File: src/rtl/ttr_pkg.sv
package ttr_pkg;
  typedef enum logic [1:0] {ST_IDLE = 2'd0, ST_RUN = 2'd1, ST_DONE = 2'd2} eng_state_e;
  localparam int NWORDS    = 4;
  localparam int NLOOK     = NWORDS * 4;
  localparam int OFS_ENC   = 0;
  localparam int OFS_DEC   = 4;
  localparam int OFS_LAST  = 8;
  localparam int OFS_STATE = 9;
  localparam int OFS_KEY   = 13;
  localparam int NREGS     = 17;
endpackage

File: src/rtl/ttr_param_regs.sv
module ttr_param_regs import ttr_pkg::*; #(
  parameter int DATA_W     = 32,
  parameter int ADDR_W     = 32,
  parameter int PARAM_AW   = 8,
  parameter int PARAM_BASE = 32
) (
  input  logic                clk,
  input  logic                rst_n,
  input  logic                wr_en,
  input  logic [PARAM_AW-1:0] wr_addr,
  input  logic [DATA_W-1:0]   wr_data,
  input  logic                lock,
  output logic [ADDR_W-1:0]   enc_base [NWORDS],
  output logic [ADDR_W-1:0]   dec_base [NWORDS],
  output logic [ADDR_W-1:0]   last_base,
  output logic [DATA_W-1:0]   state_w  [NWORDS],
  output logic [DATA_W-1:0]   key_w    [NWORDS]
);
  logic [DATA_W-1:0] regs [NREGS];

  for (genvar g = 0; g < NREGS; g++) begin : g_reg
    localparam logic [PARAM_AW-1:0] MY_ADDR = PARAM_AW'(PARAM_BASE + g);
    always_ff @(posedge clk or negedge rst_n) begin
      if (!rst_n)
        regs[g] <= '0;
      else if (wr_en && !lock && wr_addr == MY_ADDR)
        regs[g] <= wr_data;
    end
  end

  for (genvar w = 0; w < NWORDS; w++) begin : g_out
    assign enc_base[w] = ADDR_W'(regs[OFS_ENC + w]);
    assign dec_base[w] = ADDR_W'(regs[OFS_DEC + w]);
    assign state_w[w]  = regs[OFS_STATE + w];
    assign key_w[w]    = regs[OFS_KEY + w];
  end
  assign last_base = ADDR_W'(regs[OFS_LAST]);
endmodule

File: src/rtl/ttr_addr_pipe.sv
module ttr_addr_pipe import ttr_pkg::*; #(
  parameter int DATA_W    = 32,
  parameter int ADDR_W    = 32,
  parameter bit MSB_FIRST = 1'b1
) (
  input  logic              clk,
  input  logic              rst_n,
  input  logic              in_valid,
  input  logic [3:0]        in_idx,
  input  logic [DATA_W-1:0] state_w  [NWORDS],
  input  logic [ADDR_W-1:0] base_sel [NWORDS],
  output logic              rd_en,
  output logic [ADDR_W-1:0] rd_addr
);
  logic [1:0] wsel, lk;
  logic [4:0] shamt;
  assign wsel = in_idx[3:2] - in_idx[1:0];
  assign lk   = in_idx[1:0];

  // Byte order variant: lookup 0 takes the top byte, or the bottom byte.
  if (MSB_FIRST) begin : g_msb
    assign shamt = {~lk, 3'b000};
  end else begin : g_lsb
    assign shamt = {lk, 3'b000};
  end

  // Stage A: shifted byte; stage B: scaled index; stage C: base added.
  logic             va, vb;
  logic [1:0]       ka, kb;
  logic [7:0]       sh_q;
  logic [ADDR_W-1:0] idx_q;

  always_ff @(posedge clk or negedge rst_n) begin
    if (!rst_n) begin
      va <= 1'b0; vb <= 1'b0; rd_en <= 1'b0;
      ka <= '0; kb <= '0; sh_q <= '0; idx_q <= '0; rd_addr <= '0;
    end else begin
      va      <= in_valid;
      ka      <= lk;
      sh_q    <= 8'(state_w[wsel] >> shamt);
      vb      <= va;
      kb      <= ka;
      idx_q   <= ADDR_W'({sh_q, 2'b00});
      rd_en   <= vb;
      rd_addr <= base_sel[kb] + idx_q;
    end
  end
endmodule

File: src/rtl/ttr_xor_accum.sv
module ttr_xor_accum import ttr_pkg::*; #(
  parameter int DATA_W = 32
) (
  input  logic              clk,
  input  logic              rst_n,
  input  logic              init,
  input  logic              armed,
  input  logic [DATA_W-1:0] key_w [NWORDS],
  input  logic              rsp_valid,
  input  logic [DATA_W-1:0] rsp_data,
  output logic [DATA_W-1:0] acc   [NWORDS],
  output logic              last_hit
);
  logic [4:0] cnt;
  logic       take;
  assign take     = armed && rsp_valid && !cnt[4];
  assign last_hit = take && cnt == 5'(NLOOK - 1);

  always_ff @(posedge clk or negedge rst_n) begin
    if (!rst_n) begin
      cnt <= '0;
      for (int w = 0; w < NWORDS; w++) acc[w] <= '0;
    end else if (init) begin
      cnt <= '0;
      for (int w = 0; w < NWORDS; w++) acc[w] <= key_w[w];
    end else if (take) begin
      cnt <= cnt + 5'd1;
      acc[cnt[3:2]] <= acc[cnt[3:2]] ^ rsp_data;
    end
  end
endmodule

File: src/rtl/ttr_round_engine.sv
module ttr_round_engine import ttr_pkg::*; #(
  parameter int DATA_W     = 32,
  parameter int ADDR_W     = 32,
  parameter int PARAM_AW   = 8,
  parameter int PARAM_BASE = 32,
  parameter bit MSB_FIRST  = 1'b1
) (
  input  logic                  clk,
  input  logic                  rst_n,
  input  logic                  pw_en,
  input  logic [PARAM_AW-1:0]   pw_addr,
  input  logic [DATA_W-1:0]     pw_data,
  input  logic                  start,
  input  logic                  mode_dec,
  input  logic                  last_round,
  output logic                  rd_en,
  output logic [ADDR_W-1:0]     rd_addr,
  input  logic                  rsp_valid,
  input  logic [DATA_W-1:0]     rsp_data,
  output logic                  done,
  output logic [4*DATA_W-1:0]   out_state
);
  eng_state_e       state_q;
  logic [4:0]       iss_q;
  logic             mode_q, last_q, last_hit, issue_v, init;
  logic [ADDR_W-1:0] enc_base [NWORDS];
  logic [ADDR_W-1:0] dec_base [NWORDS];
  logic [ADDR_W-1:0] base_sel [NWORDS];
  logic [ADDR_W-1:0] last_base;
  logic [DATA_W-1:0] state_w  [NWORDS];
  logic [DATA_W-1:0] key_w    [NWORDS];
  logic [DATA_W-1:0] acc      [NWORDS];

  assign init    = state_q == ST_IDLE && start;
  assign issue_v = state_q == ST_RUN && !iss_q[4];

  ttr_param_regs #(.DATA_W(DATA_W), .ADDR_W(ADDR_W), .PARAM_AW(PARAM_AW),
                   .PARAM_BASE(PARAM_BASE)) u_regs (
    .clk, .rst_n, .wr_en(pw_en), .wr_addr(pw_addr), .wr_data(pw_data),
    .lock(state_q != ST_IDLE), .enc_base, .dec_base, .last_base, .state_w, .key_w);

  for (genvar k = 0; k < NWORDS; k++) begin : g_base
    assign base_sel[k] = last_q ? last_base : (mode_q ? dec_base[k] : enc_base[k]);
  end

  ttr_addr_pipe #(.DATA_W(DATA_W), .ADDR_W(ADDR_W), .MSB_FIRST(MSB_FIRST)) u_pipe (
    .clk, .rst_n, .in_valid(issue_v), .in_idx(iss_q[3:0]), .state_w, .base_sel,
    .rd_en, .rd_addr);

  ttr_xor_accum #(.DATA_W(DATA_W)) u_acc (
    .clk, .rst_n, .init, .armed(state_q == ST_RUN), .key_w, .rsp_valid, .rsp_data,
    .acc, .last_hit);

  always_ff @(posedge clk or negedge rst_n) begin
    if (!rst_n) begin
      state_q <= ST_IDLE; iss_q <= '0; mode_q <= 1'b0; last_q <= 1'b0;
    end else begin
      case (state_q)
        ST_IDLE: if (start) begin
          state_q <= ST_RUN; iss_q <= '0;
          mode_q  <= mode_dec; last_q <= last_round;
        end
        ST_RUN: begin
          if (issue_v) iss_q <= iss_q + 5'd1;
          if (last_hit) state_q <= ST_DONE;
        end
        default: state_q <= ST_IDLE;
      endcase
    end
  end

  assign done      = state_q == ST_DONE;
  assign out_state = {acc[0], acc[1], acc[2], acc[3]};
endmodule

File: config.mk
export PLATFORM = sky130hd
export DESIGN_NAME = ttr_round_engine
export DESIGN_NICKNAME = d
export VERILOG_FILES = /design/src/rtl/ttr_pkg.sv /design/src/rtl/ttr_param_regs.sv /design/src/rtl/ttr_addr_pipe.sv /design/src/rtl/ttr_xor_accum.sv /design/src/rtl/ttr_round_engine.sv
export SDC_FILE = /design/constraint.sdc
export NUM_CORES = 1
export LEC_CHECK = 0
export BUFFER_PORTS_ARGS = -buffer_cell sky130_fd_sc_hd__buf_2
export CAP_MARGIN = 10
export CELL_PAD_IN_SITES_DETAIL_PLACEMENT = 0
export CELL_PAD_IN_SITES_GLOBAL_PLACEMENT = 1
export CORE_ASPECT_RATIO = 1.75
export CORE_MARGIN = 5
export CORE_UTILIZATION = 35
export CTS_CLUSTER_DIAMETER = 50
export DETAILED_ROUTE_END_ITERATION = 10
export HOLD_SLACK_MARGIN = 0.02
export PLACE_DENSITY = 0.67
export SYNTH_ARGS = -nofsm -noshare
export SYNTH_HDL_FRONTEND = slang
export SYNTH_HIERARCHICAL = 1
export SYNTH_SLANG_ARGS = --single-unit
File: constraint.sdc
create_clock -name clk -period 3.37 [get_ports clk]
set_input_delay 0.1685 -clock clk [delete_from_list [all_inputs] [get_ports clk]]
set_output_delay 0.1685 -clock clk [all_outputs]
set_load 0.02 [all_outputs]
# Word level (Yosys, flattened, before mapping)
# Cells that the tools add are included.
[word_totals] regBits=741 inputBits=79 output_inout_bits=162
[classes] add_sub_neg=4 magnitude_cmp=4 n_eq_ne=23 n_shift=1 mux=30 n_bitwise=5 n_reduce_logical=34
[op_table] op="32-bit 2-to-1 mux" n=15
[op_table] op="128-bit 2-to-1 mux" n=2
[op_table] op="32-bit binary-select mux with 2-bit select" n=3
[op_table] op="8-bit by 6-bit == test with 1-bit output, second input constant" n=17
[op_table] op="128-bit bitwise mux" n=1
[op_table] op="32-bit demux with 2-bit select" n=1
[op_table] op="32-bit by 10-bit adder with 32-bit output" n=1
[op_table] op="32-bit by 5-bit >> shifter with 8-bit output" n=1
[op_table] op="32-bit bitwise XOR" n=1
[op_table] op="1-bit logical AND" n=24
[op_table] op="5-bit 2-to-1 mux" n=4
[op_table] op="5-bit by 1-bit adder with 5-bit output, second input constant" n=2
[op_table] op="5-bit one-hot mux with 2 select lines" n=1
[op_table] op="3-bit >= comparator, second input constant" n=3
[op_table] op="2-bit inverter with 3-bit output" n=3
[op_table] op="2-bit != test, second input constant" n=3
[op_table] op="2-bit nonzero test" n=3
[op_table] op="5-bit by 4-bit == test with 1-bit output, second input constant" n=1
[op_table] op="2-bit 2-to-1 mux" n=2
[op_table] op="2-bit one-hot mux with 2 select lines" n=1
[op_table] op="2-bit AND reduction" n=2
[op_table] op="1-bit logical NOT" n=3
[op_table] op="3-bit by 1-bit less-than comparator with 1-bit output, second input constant" n=1
[op_table] op="3-bit AND reduction" n=1
[op_table] op="5 further kinds" n=5

# Longest topological paths before layout
# Gate-level depths: netlist of run 1.
[logic_depth] depth_word=8 mapped_depth=15 mapped_depth_nobuf=13

# By module
# The synthesis of run 1 kept the hierarchy.
[by_module_without_submodules] mod="ttr_param_regs" instances=1 cells_each=1204 area_each_um2=20448.4 seq_area_each_um2=13613.1
[by_module_without_submodules] mod="ttr_xor_accum" instances=1 cells_each=923 area_each_um2=9039.9 seq_area_each_um2=3328.2
[by_module_without_submodules] mod="ttr_addr_pipe" instances=1 cells_each=273 area_each_um2=3980.1 seq_area_each_um2=1376.3
[by_module_without_submodules] mod="ttr_round_engine" instances=1 cells_each=500 area_each_um2=3103.0 seq_area_each_um2=225.2

# Worst setup path before layout of run 1
# No wires, ideal clock.
[synth_path] path_kind="reg2reg" from="register mode_q" to="register u_pipe.rd_addr[26]" setup_ns=0.122 arrival_ns=3.040 path_slack_ns=0.207 path_stages_with_launch=16 n_path_buf=3 synth_period_minus_slack_ns=3.163 path_cell_list="dfrtp_1 buf_2 buf_4 buf_2 a211oi_1 nor2_1 mux4_2 ha_1 inv_1 fa_1 nor2b_1 o31a_1 a21oi_1 nor3_2 and4_1 xor2_1"
[synth_lines] element="start, declared" line="ttr_round_engine.sv:25" source="logic mode_q, last_q, last_hit, issue_v, init;"
[synth_lines] element="start signal, assigned" line="ttr_round_engine.sv:61" source="mode_q <= mode_dec; last_q <= last_round;"
[synth_lines] element="end signal, assigned" line="ttr_addr_pipe.sv:45" source="rd_addr <= base_sel[kb] + idx_q;"
[synth_lines] element="end, declared" line="ttr_addr_pipe.sv:13" source="output logic [ADDR_W-1:0] rd_addr"

==> impl_metrics.tcl, run 1 <==
set metrics [dict create \
    dr.pass1.iters 5 \
    die_y_um 438 \
    num_rows 157 \
    cts.sink_count 741 \
    drtIter0Drc 1101 \
    dp_hpwl_um 64100 \
    synth_warnings 6 \
    crit_path_start_kind "register" \
    start_util 0.351 \
    syn_nets 2992 \
    worst-path-max-fanout 19 \
    met3_length_um 4540 \
    crit_type "register to register" \
    seqPwrFrac 0.495 \
    period_minus_slack_ns 3.35 \
    grt_pass1_vias 25400 \
    slew_headroom 0.301 \
    drc 0 \
    critical_path.endpoint "u_pipe/rd_addr[29]" \
    slew_violations 0 \
    yosysSeqAreaShare 0.507 \
    setup_violations 0 \
    cp_slowest_stage_delay_ns 0.53 \
    numCtsBuffers 71 \
    synth_fa_ha_area_frac 0.00465 \
    grt_util_all_layers 0.177 \
    rr_worst_depth 11 \
    status "finished clean" \
    startpoint "mode_q" \
    netlist_instances 2900 \
    tightest_slew_ns 1.05 \
    final.setup_skew_ns 0.0267 \
    ys_types 70 \
    crit_arrival_ns 3.90 \
    cts-root-buf "clkbuf_16" \
    fmax_mhz 299 \
    insertion_delay_ns 0.65 \
    end_kind "register" \
    synth_top_area_share 0.507 \
    pwr-share-comb 0.059 \
    p_leak_nw 20.2 \
    reg2reg_to "u_pipe/rd_addr[29]" \
    die_width_um 254 \
    synthMuxAreaShare 0.213 \
    synth_area_per_cell_sq_um 12.6 \
    cts_tree "yes" \
    synth_top_area_cell "dfrtp_1" \
    layout_commonest_cell "dfrtp_1" \
    gp_congestion 0.749 \
    top_layer_used "met5" \
    layout-drive-gt1-share 0.385 \
    synth_compound_area_frac 0.106 \
    crit_family "compound AO/OA/AOI/OAI gates" \
    crit_slowest_cell "a2111o_1" \
    rrSetupSlack_ns 0.02 \
    coreArea_sq_mm 0.104 \
    tns_ns 0 \
    hold_violations 0 \
    layout_common_cells "737 x dfrtp_1, 512 x mux2_2, 239 x buf_2" \
    die-area_sq_mm 0.111 \
    clkPwrFrac 0.446 \
    synth_top_family_by_area "multiplexers" \
    rsz0062_at_grt "yes" \
    pin_count 241 \
    crit_required_ns 3.92 \
    p_per_area_mw_per_mm2 428 \
    final_cells 4519 \
    hold_path.class "primary input to register" \
    avgRoutedWirePerCell_um 21.9 \
    cts.clk_slew.worst_paths_ns 0.07 \
    ir_drop_uv 429 \
    crit_path_cell_trace "buf_12 -> buf_4 -> a211oi_1 -> nor2_1 -> mux4_2 -> ha_4 -> and3_1 -> a21bo_2 -> a2111o_1 -> nor3_2 -> xor2_1" \
    vias_per_cell 5.39 \
    clock_path_buffers 3 \
    cts-htree-levels 3 \
    max_cap_violations 0 \
    dp_cells 4345 \
    crit_cells 11 \
    p_switching_w 0.00431 \
    grt_pass1_wl_um 154000 \
    routed-wl-met2_um 49800 \
    area_growth_pct 16.0 \
    synth-edff-count 0 \
    grt_max_degree 150 \
    switching_share 0.237 \
    antenna_found_initial 6 \
    synth_simple_gate_area_frac 0.110 \
    synth_seq_cells 741 \
    p_total_w 0.0182 \
    synthesis.area_sq_mm 0.0366 \
    r2r-start "mode_q" \
    wl_met1_um 41900 \
    p_int_w 0.0139 \
    ys_top_cells_by_area "dfrtp_1 51%, mux2_2 16%, mux4_2 3.2%" \
    fin_nets 3202 \
    vias 24400 \
    final_antenna_net_count 0 \
    ys.flop_type "dfrtp_1" \
    grt-ovfl-total 0 \
    synthArstFlopShare 1.00 \
    critPathBufInv 2 \
    drt_wl_total_um 98900 \
    io_buffer_count 240 \
    fin_crit_sh 0.994 \
    synth-xor-area-share 0.00766 \
]
layout make-up:
type	count	area (sq um)
fill	9882	61900
sequential	741	18600
multi-input combinational	1739	16400
timing repair buffer	416	2940
clock buffer	105	2130
tap	1351	1690
inverter	141	537
clock inverter	22	189
antenna	4	10.0
synthesized netlist by cell type, drive strengths merged, types with 5 or more instances:
cell type,number
dfrtp,741
mux2,548
nor2b,167
clkbuf,151
nor2,148
inv,141
a211oi,128
buf,128
nor3b,100
nand4,99
a221oi,96
o311ai,96
mux4,64
and4,35
a31oi,32
o31a,32
nand2b,31
nand2,21
xnor2,18
a22oi,16
nand3,16
xor2,14
ha,12
a21oi,10
and3,5
nor3,5
nor4bb,5
flip-flops by register name (all words and copies together) (netlist names):
signal	flops
u_acc/acc	128
u_regs/dec_base	128
u_regs/enc_base	128
u_regs/key_w	128
u_regs/state_w	128
u_pipe/rd_addr	32
u_regs/last_base	32
u_pipe/idx_q	8
u_pipe/sh_q	8
iss_q	5
u_acc/cnt	5
state_q	2
u_pipe/ka	2
u_pipe/kb	2
last_q	1
mode_q	1
u_pipe/rd_en	1
u_pipe/va	1
u_pipe/vb	1
timing repair:
item,in CTS,in global routing
resized for setup,4,21
hold endpoints to repair,209,0
hold buffers,38,0
setup buffers,4,1
setup endpoints to repair,7,14
pin swaps,1,2
worst min path at each step:
| stage | from | to | slack, ns | cells past startpoint |
|---|---|---|---|---|
| 3_3_place_gp | rst_n | u_acc/acc[98] | 0.30 | 1 |
| 4_1_cts | pw_data[21] | u_regs/key_w[21] | 0.03 | 2 |
| 5_1_grt | pw_data[31] | u_regs/state_w[127] | 0.07 | 2 |
| 6_report | pw_data[29] | u_regs/state_w[125] | 0.06 | 2 |
| 3_5_place_dp | rst_n | u_acc/acc[98] | 0.30 | 1 |
| 2_1_floorplan | rst_n | iss_q[0] | -0.13 | 0 |
per-layer routing:
metal,GRT usage,up-vias
met5,0,-
met4,0.0530,2
met3,0.0321,122
met2,0.304,480
met1,0.227,12600
li1,-,11200
metrics by stage:
step / util / area [sq um] / hold WS [ns] / worst slack [ns]
4_1_cts: 0.405 / 42300 / 0.0284 / 0.00169
5_1_grt: 0.407 / 42400 / 0.0683 / -0.119
3_3_place_gp: 0.379 / 39500 / 0.298 / -0.0877
6_report: 0.407 / 42400 / 0.0606 / 0.0201
3_5_place_dp: 0.379 / 39500 / 0.301 / -0.119
2_1_floorplan: - / 36600 / -0.127 / 0.207
cell families after synthesis:
group                    Yosys count
AND/OR/NAND/NOR                  653
adder cells (fa/ha/maj)           13
AO/OA/AOI/OAI                    427
multiplexers                     614
flip-flops                       741
XOR/XNOR                          32
buffers and inverters            420
power by group through the flow:
stage | combinational [W] | sequential [W] | clock, W
after floorplan | 0.000451 | 0.00919 | 0
final | 0.00108 | 0.00899 | 0.00811
after detailed placement | 0.00105 | 0.00916 | 0
after global placement | 0.00104 | 0.00916 | 0
after CTS | 0.00110 | 0.00899 | 0.00839
after global routing | 0.00120 | 0.00899 | 0.00870
worst register-to-register path, delay by kind of cell, from the launching register on:
| family | cells | cell delay (ns) |
|---|---|---|
| fa+ha+maj | 1 | 0.30 |
| xor+xnor | 1 | 0.16 |
| mux | 1 | 0.51 |
| buf+inv | 2 | 0.33 |
| flops | 1 | 0.52 |
| simple gates | 3 | 0.42 |
| compound gates | 3 | 1.03 |
Note: power is estimated with default switching activity, not from simulation.
==> run 2: changes to the inputs <==
--- a/config.mk
+++ b/config.mk
@@ -11,12 +11,12 @@
 export CELL_PAD_IN_SITES_GLOBAL_PLACEMENT = 1
 export CORE_ASPECT_RATIO = 1.75
 export CORE_MARGIN = 5
-export CORE_UTILIZATION = 35
+export CORE_UTILIZATION = 45
 export CTS_CLUSTER_DIAMETER = 50
 export DETAILED_ROUTE_END_ITERATION = 10
 export HOLD_SLACK_MARGIN = 0.02
-export PLACE_DENSITY = 0.67
+export PLACE_DENSITY = 0.8
+export SETUP_SLACK_MARGIN = 0.05
 export SYNTH_ARGS = -nofsm -noshare
 export SYNTH_HDL_FRONTEND = slang
-export SYNTH_HIERARCHICAL = 1
 export SYNTH_SLANG_ARGS = --single-unit
==> impl_metrics.tcl, run 2 <==
set metrics [dict create \
    status "finished clean" \
    grt_max_degree 110 \
    coreArea_sq_mm 0.0716 \
    clock_path_buffers 3 \
    layout_common_cells "736 x dfrtp_1, 577 x mux2_2, 239 x buf_2" \
    avgRoutedWirePerCell_um 25.9 \
    cts_tree "yes" \
    grt_util_all_layers 0.231 \
    slew_violations 0 \
    netlist_instances 2217 \
    period_minus_slack_ns 3.29 \
    utilization 0.531 \
    synth_top_area_share 0.572 \
    crit_arrival_ns 3.75 \
    p_int_w 0.0180 \
    start_util 0.453 \
    synth_compound_area_frac 0.0698 \
    p_leak_nw 18.6 \
    ir_drop_uv 504 \
    layout-drive-gt1-share 0.465 \
    area_growth_pct 17.4 \
    dp_cells 3293 \
    max_cap_violations 0 \
    synthesis.area_sq_mm 0.0324 \
    crit_type "register to register" \
    fmax_mhz 304 \
    cts.sink_count 741 \
    synth_area_per_cell_sq_um 14.6 \
    final.setup_skew_ns 0.0176 \
    hold_path.class "primary input to register" \
    numCtsBuffers 71 \
    ys.flop_type "dfrtp_1" \
    ys_top_cells_by_area "dfrtp_1 57%, mux2_2 20%, mux4_2 7.4%" \
    gp_congestion 0.841 \
    cts.clk_slew.worst_paths_ns 0.07 \
    grt_pass1_wl_um 137000 \
    dp_hpwl_um 57400 \
    final_area_sq_mm 0.0380 \
    switching_share 0.344 \
    crit_path_start_kind "register" \
    syn_nets 2309 \
    synth-xor-area-share 0.0178 \
    synth_fa_ha_area_frac 0.00525 \
    die_y_um 365 \
    p_per_area_mw_per_mm2 721 \
    end_kind "register" \
    final_antenna_net_count 0 \
    insertion_delay_ns 0.62 \
    synthArstFlopShare 1.00 \
    synth_seq_cells 741 \
    yosysSeqAreaShare 0.572 \
    io_buffer_count 240 \
    vias 20500 \
    cts-htree-levels 3 \
    slew_headroom 0.205 \
    seqPwrFrac 0.404 \
    layout_commonest_cell "dfrtp_1" \
    num_rows 130 \
    hold_violations 0 \
    worst-path-max-fanout 7 \
    synth_top_area_cell "dfrtp_1" \
    dr.pass1.iters 5 \
    synth_top_family_by_area "multiplexers" \
    place_area_sq_mm 0.0351 \
    clkPwrFrac 0.302 \
    pwr-share-comb 0.294 \
    yosysMostFrequentCell "dfrtp_1" \
    p_switching_w 0.00943 \
    rsz0062_at_grt "yes" \
    grt-ovfl-total 0 \
    synth_simple_gate_area_frac 0.0222 \
    ys_types 55 \
    drc 0 \
    synth_warnings 0 \
    final_cells 3473 \
    fill_cells 5916 \
    die-area_sq_mm 0.0777 \
    synthMuxAreaShare 0.289 \
    fin_nets 2583 \
    synth-edff-count 0 \
    drtIter0Drc 1515 \
    die_width_um 213 \
    antenna_found_initial 6 \
    crit_required_ns 3.83 \
    grt_pass1_vias 22200 \
    synth_top_cells_by_count "741 x dfrtp_1, 577 x mux2_2, 140 x o21ai_0" \
    drt_wl_total_um 89800 \
    cts-root-buf "clkbuf_16" \
    setup_violations 0 \
    pin_count 241 \
    vias_per_cell 5.91 \
    tightest_slew_ns 1.19 \
    fin_crit_sh 0.976 \
]
-- run 2: cell families after synthesis --
logic type | after synthesis
flops | 741
mux | 730
compound gates | 345
buf+inv | 182
simple gates | 140
xor+xnor | 66
fa+ha+maj | 13
-- run 2: power groups by stage --
stage	sequential, W	combinational, W	clock [W]
after floorplan	0.0116	0.00447	0
after global placement	0.0112	0.00779	0
after detailed placement	0.0112	0.00796	0
after CTS	0.0111	0.00811	0.00843
after global routing	0.0112	0.00863	0.00880
final	0.0111	0.00807	0.00827
-- run 2: through the flow --
step	hold slack, ns	power [W]	TNS, ns	setup WS (ns)
floorplan	-0.127	0.0161	-0.907	-0.251
global placement	0.306	0.0190	-0.480	-0.102
detailed placement	0.335	0.0192	-0.893	-0.148
CTS	0.0605	0.0276	0	0.0480
global route	0.0915	0.0286	-0.185	-0.0423
finish	0.0762	0.0274	0	0.0805
-- run 2: timing repair --
item                                    CTS  global route
resized for setup                         4             9
endpoints found under the setup margin   15            21
hold buffers                             38             0
endpoints found under the hold margin   222             0
pin swaps                                 1            13
buffers inserted                          5             6
-- run 2: final timing paths --
check                      slack, ns                    to  depth (start not counted)            from
setup / recovery                0.08    u_pipe.rd_addr[18]                         13          mode_q
hold / removal                  0.08      u_regs.key_w[11]                          2     pw_data[11]
setup reg to reg                0.08    u_pipe.rd_addr[18]                         13          mode_q
hold reg to reg                 0.35       u_pipe.idx_q[2]                          0  u_pipe.sh_q[0]
max in group asynchronous       1.97  u_regs.last_base[23]                          3           rst_n
min in group asynchronous       0.19   u_regs.enc_base[48]                          2           rst_n
-- run 2: worst max-delay path: stages, from the launching register on --
cell     delay, ns
dfrtp_4       0.48
buf_8         0.16
mux4_2        0.49
mux2i_1       0.14
o21ai_1       0.09
ha_2          0.22
fa_2          0.37
a21o_1        0.20
a21oi_2       0.19
o21ai_2       0.09
a31oi_4       0.28
nor3_4        0.08
and4_1        0.22
xor2_1        0.14
-- run 2: per-layer routing --
layer / routed length (um) / track usage
met4: 2870 / 0.0765
met2: 48300 / 0.415
met5: 34 / 0
met1: 34700 / 0.284
met3: 3920 / 0.0342
-- run 2: layout make-up --
class                      count  area, sq um  area share
inverter                       7         26.3    0.000691
tap                          924         1160      0.0304
sequential                   741        18600       0.488
antenna                        4         10.0    0.000263
clock buffer                  99         2070      0.0546
timing repair buffer         376         2610      0.0685
clock inverter                28          357     0.00938
multi-input combinational   1294        13200       0.348
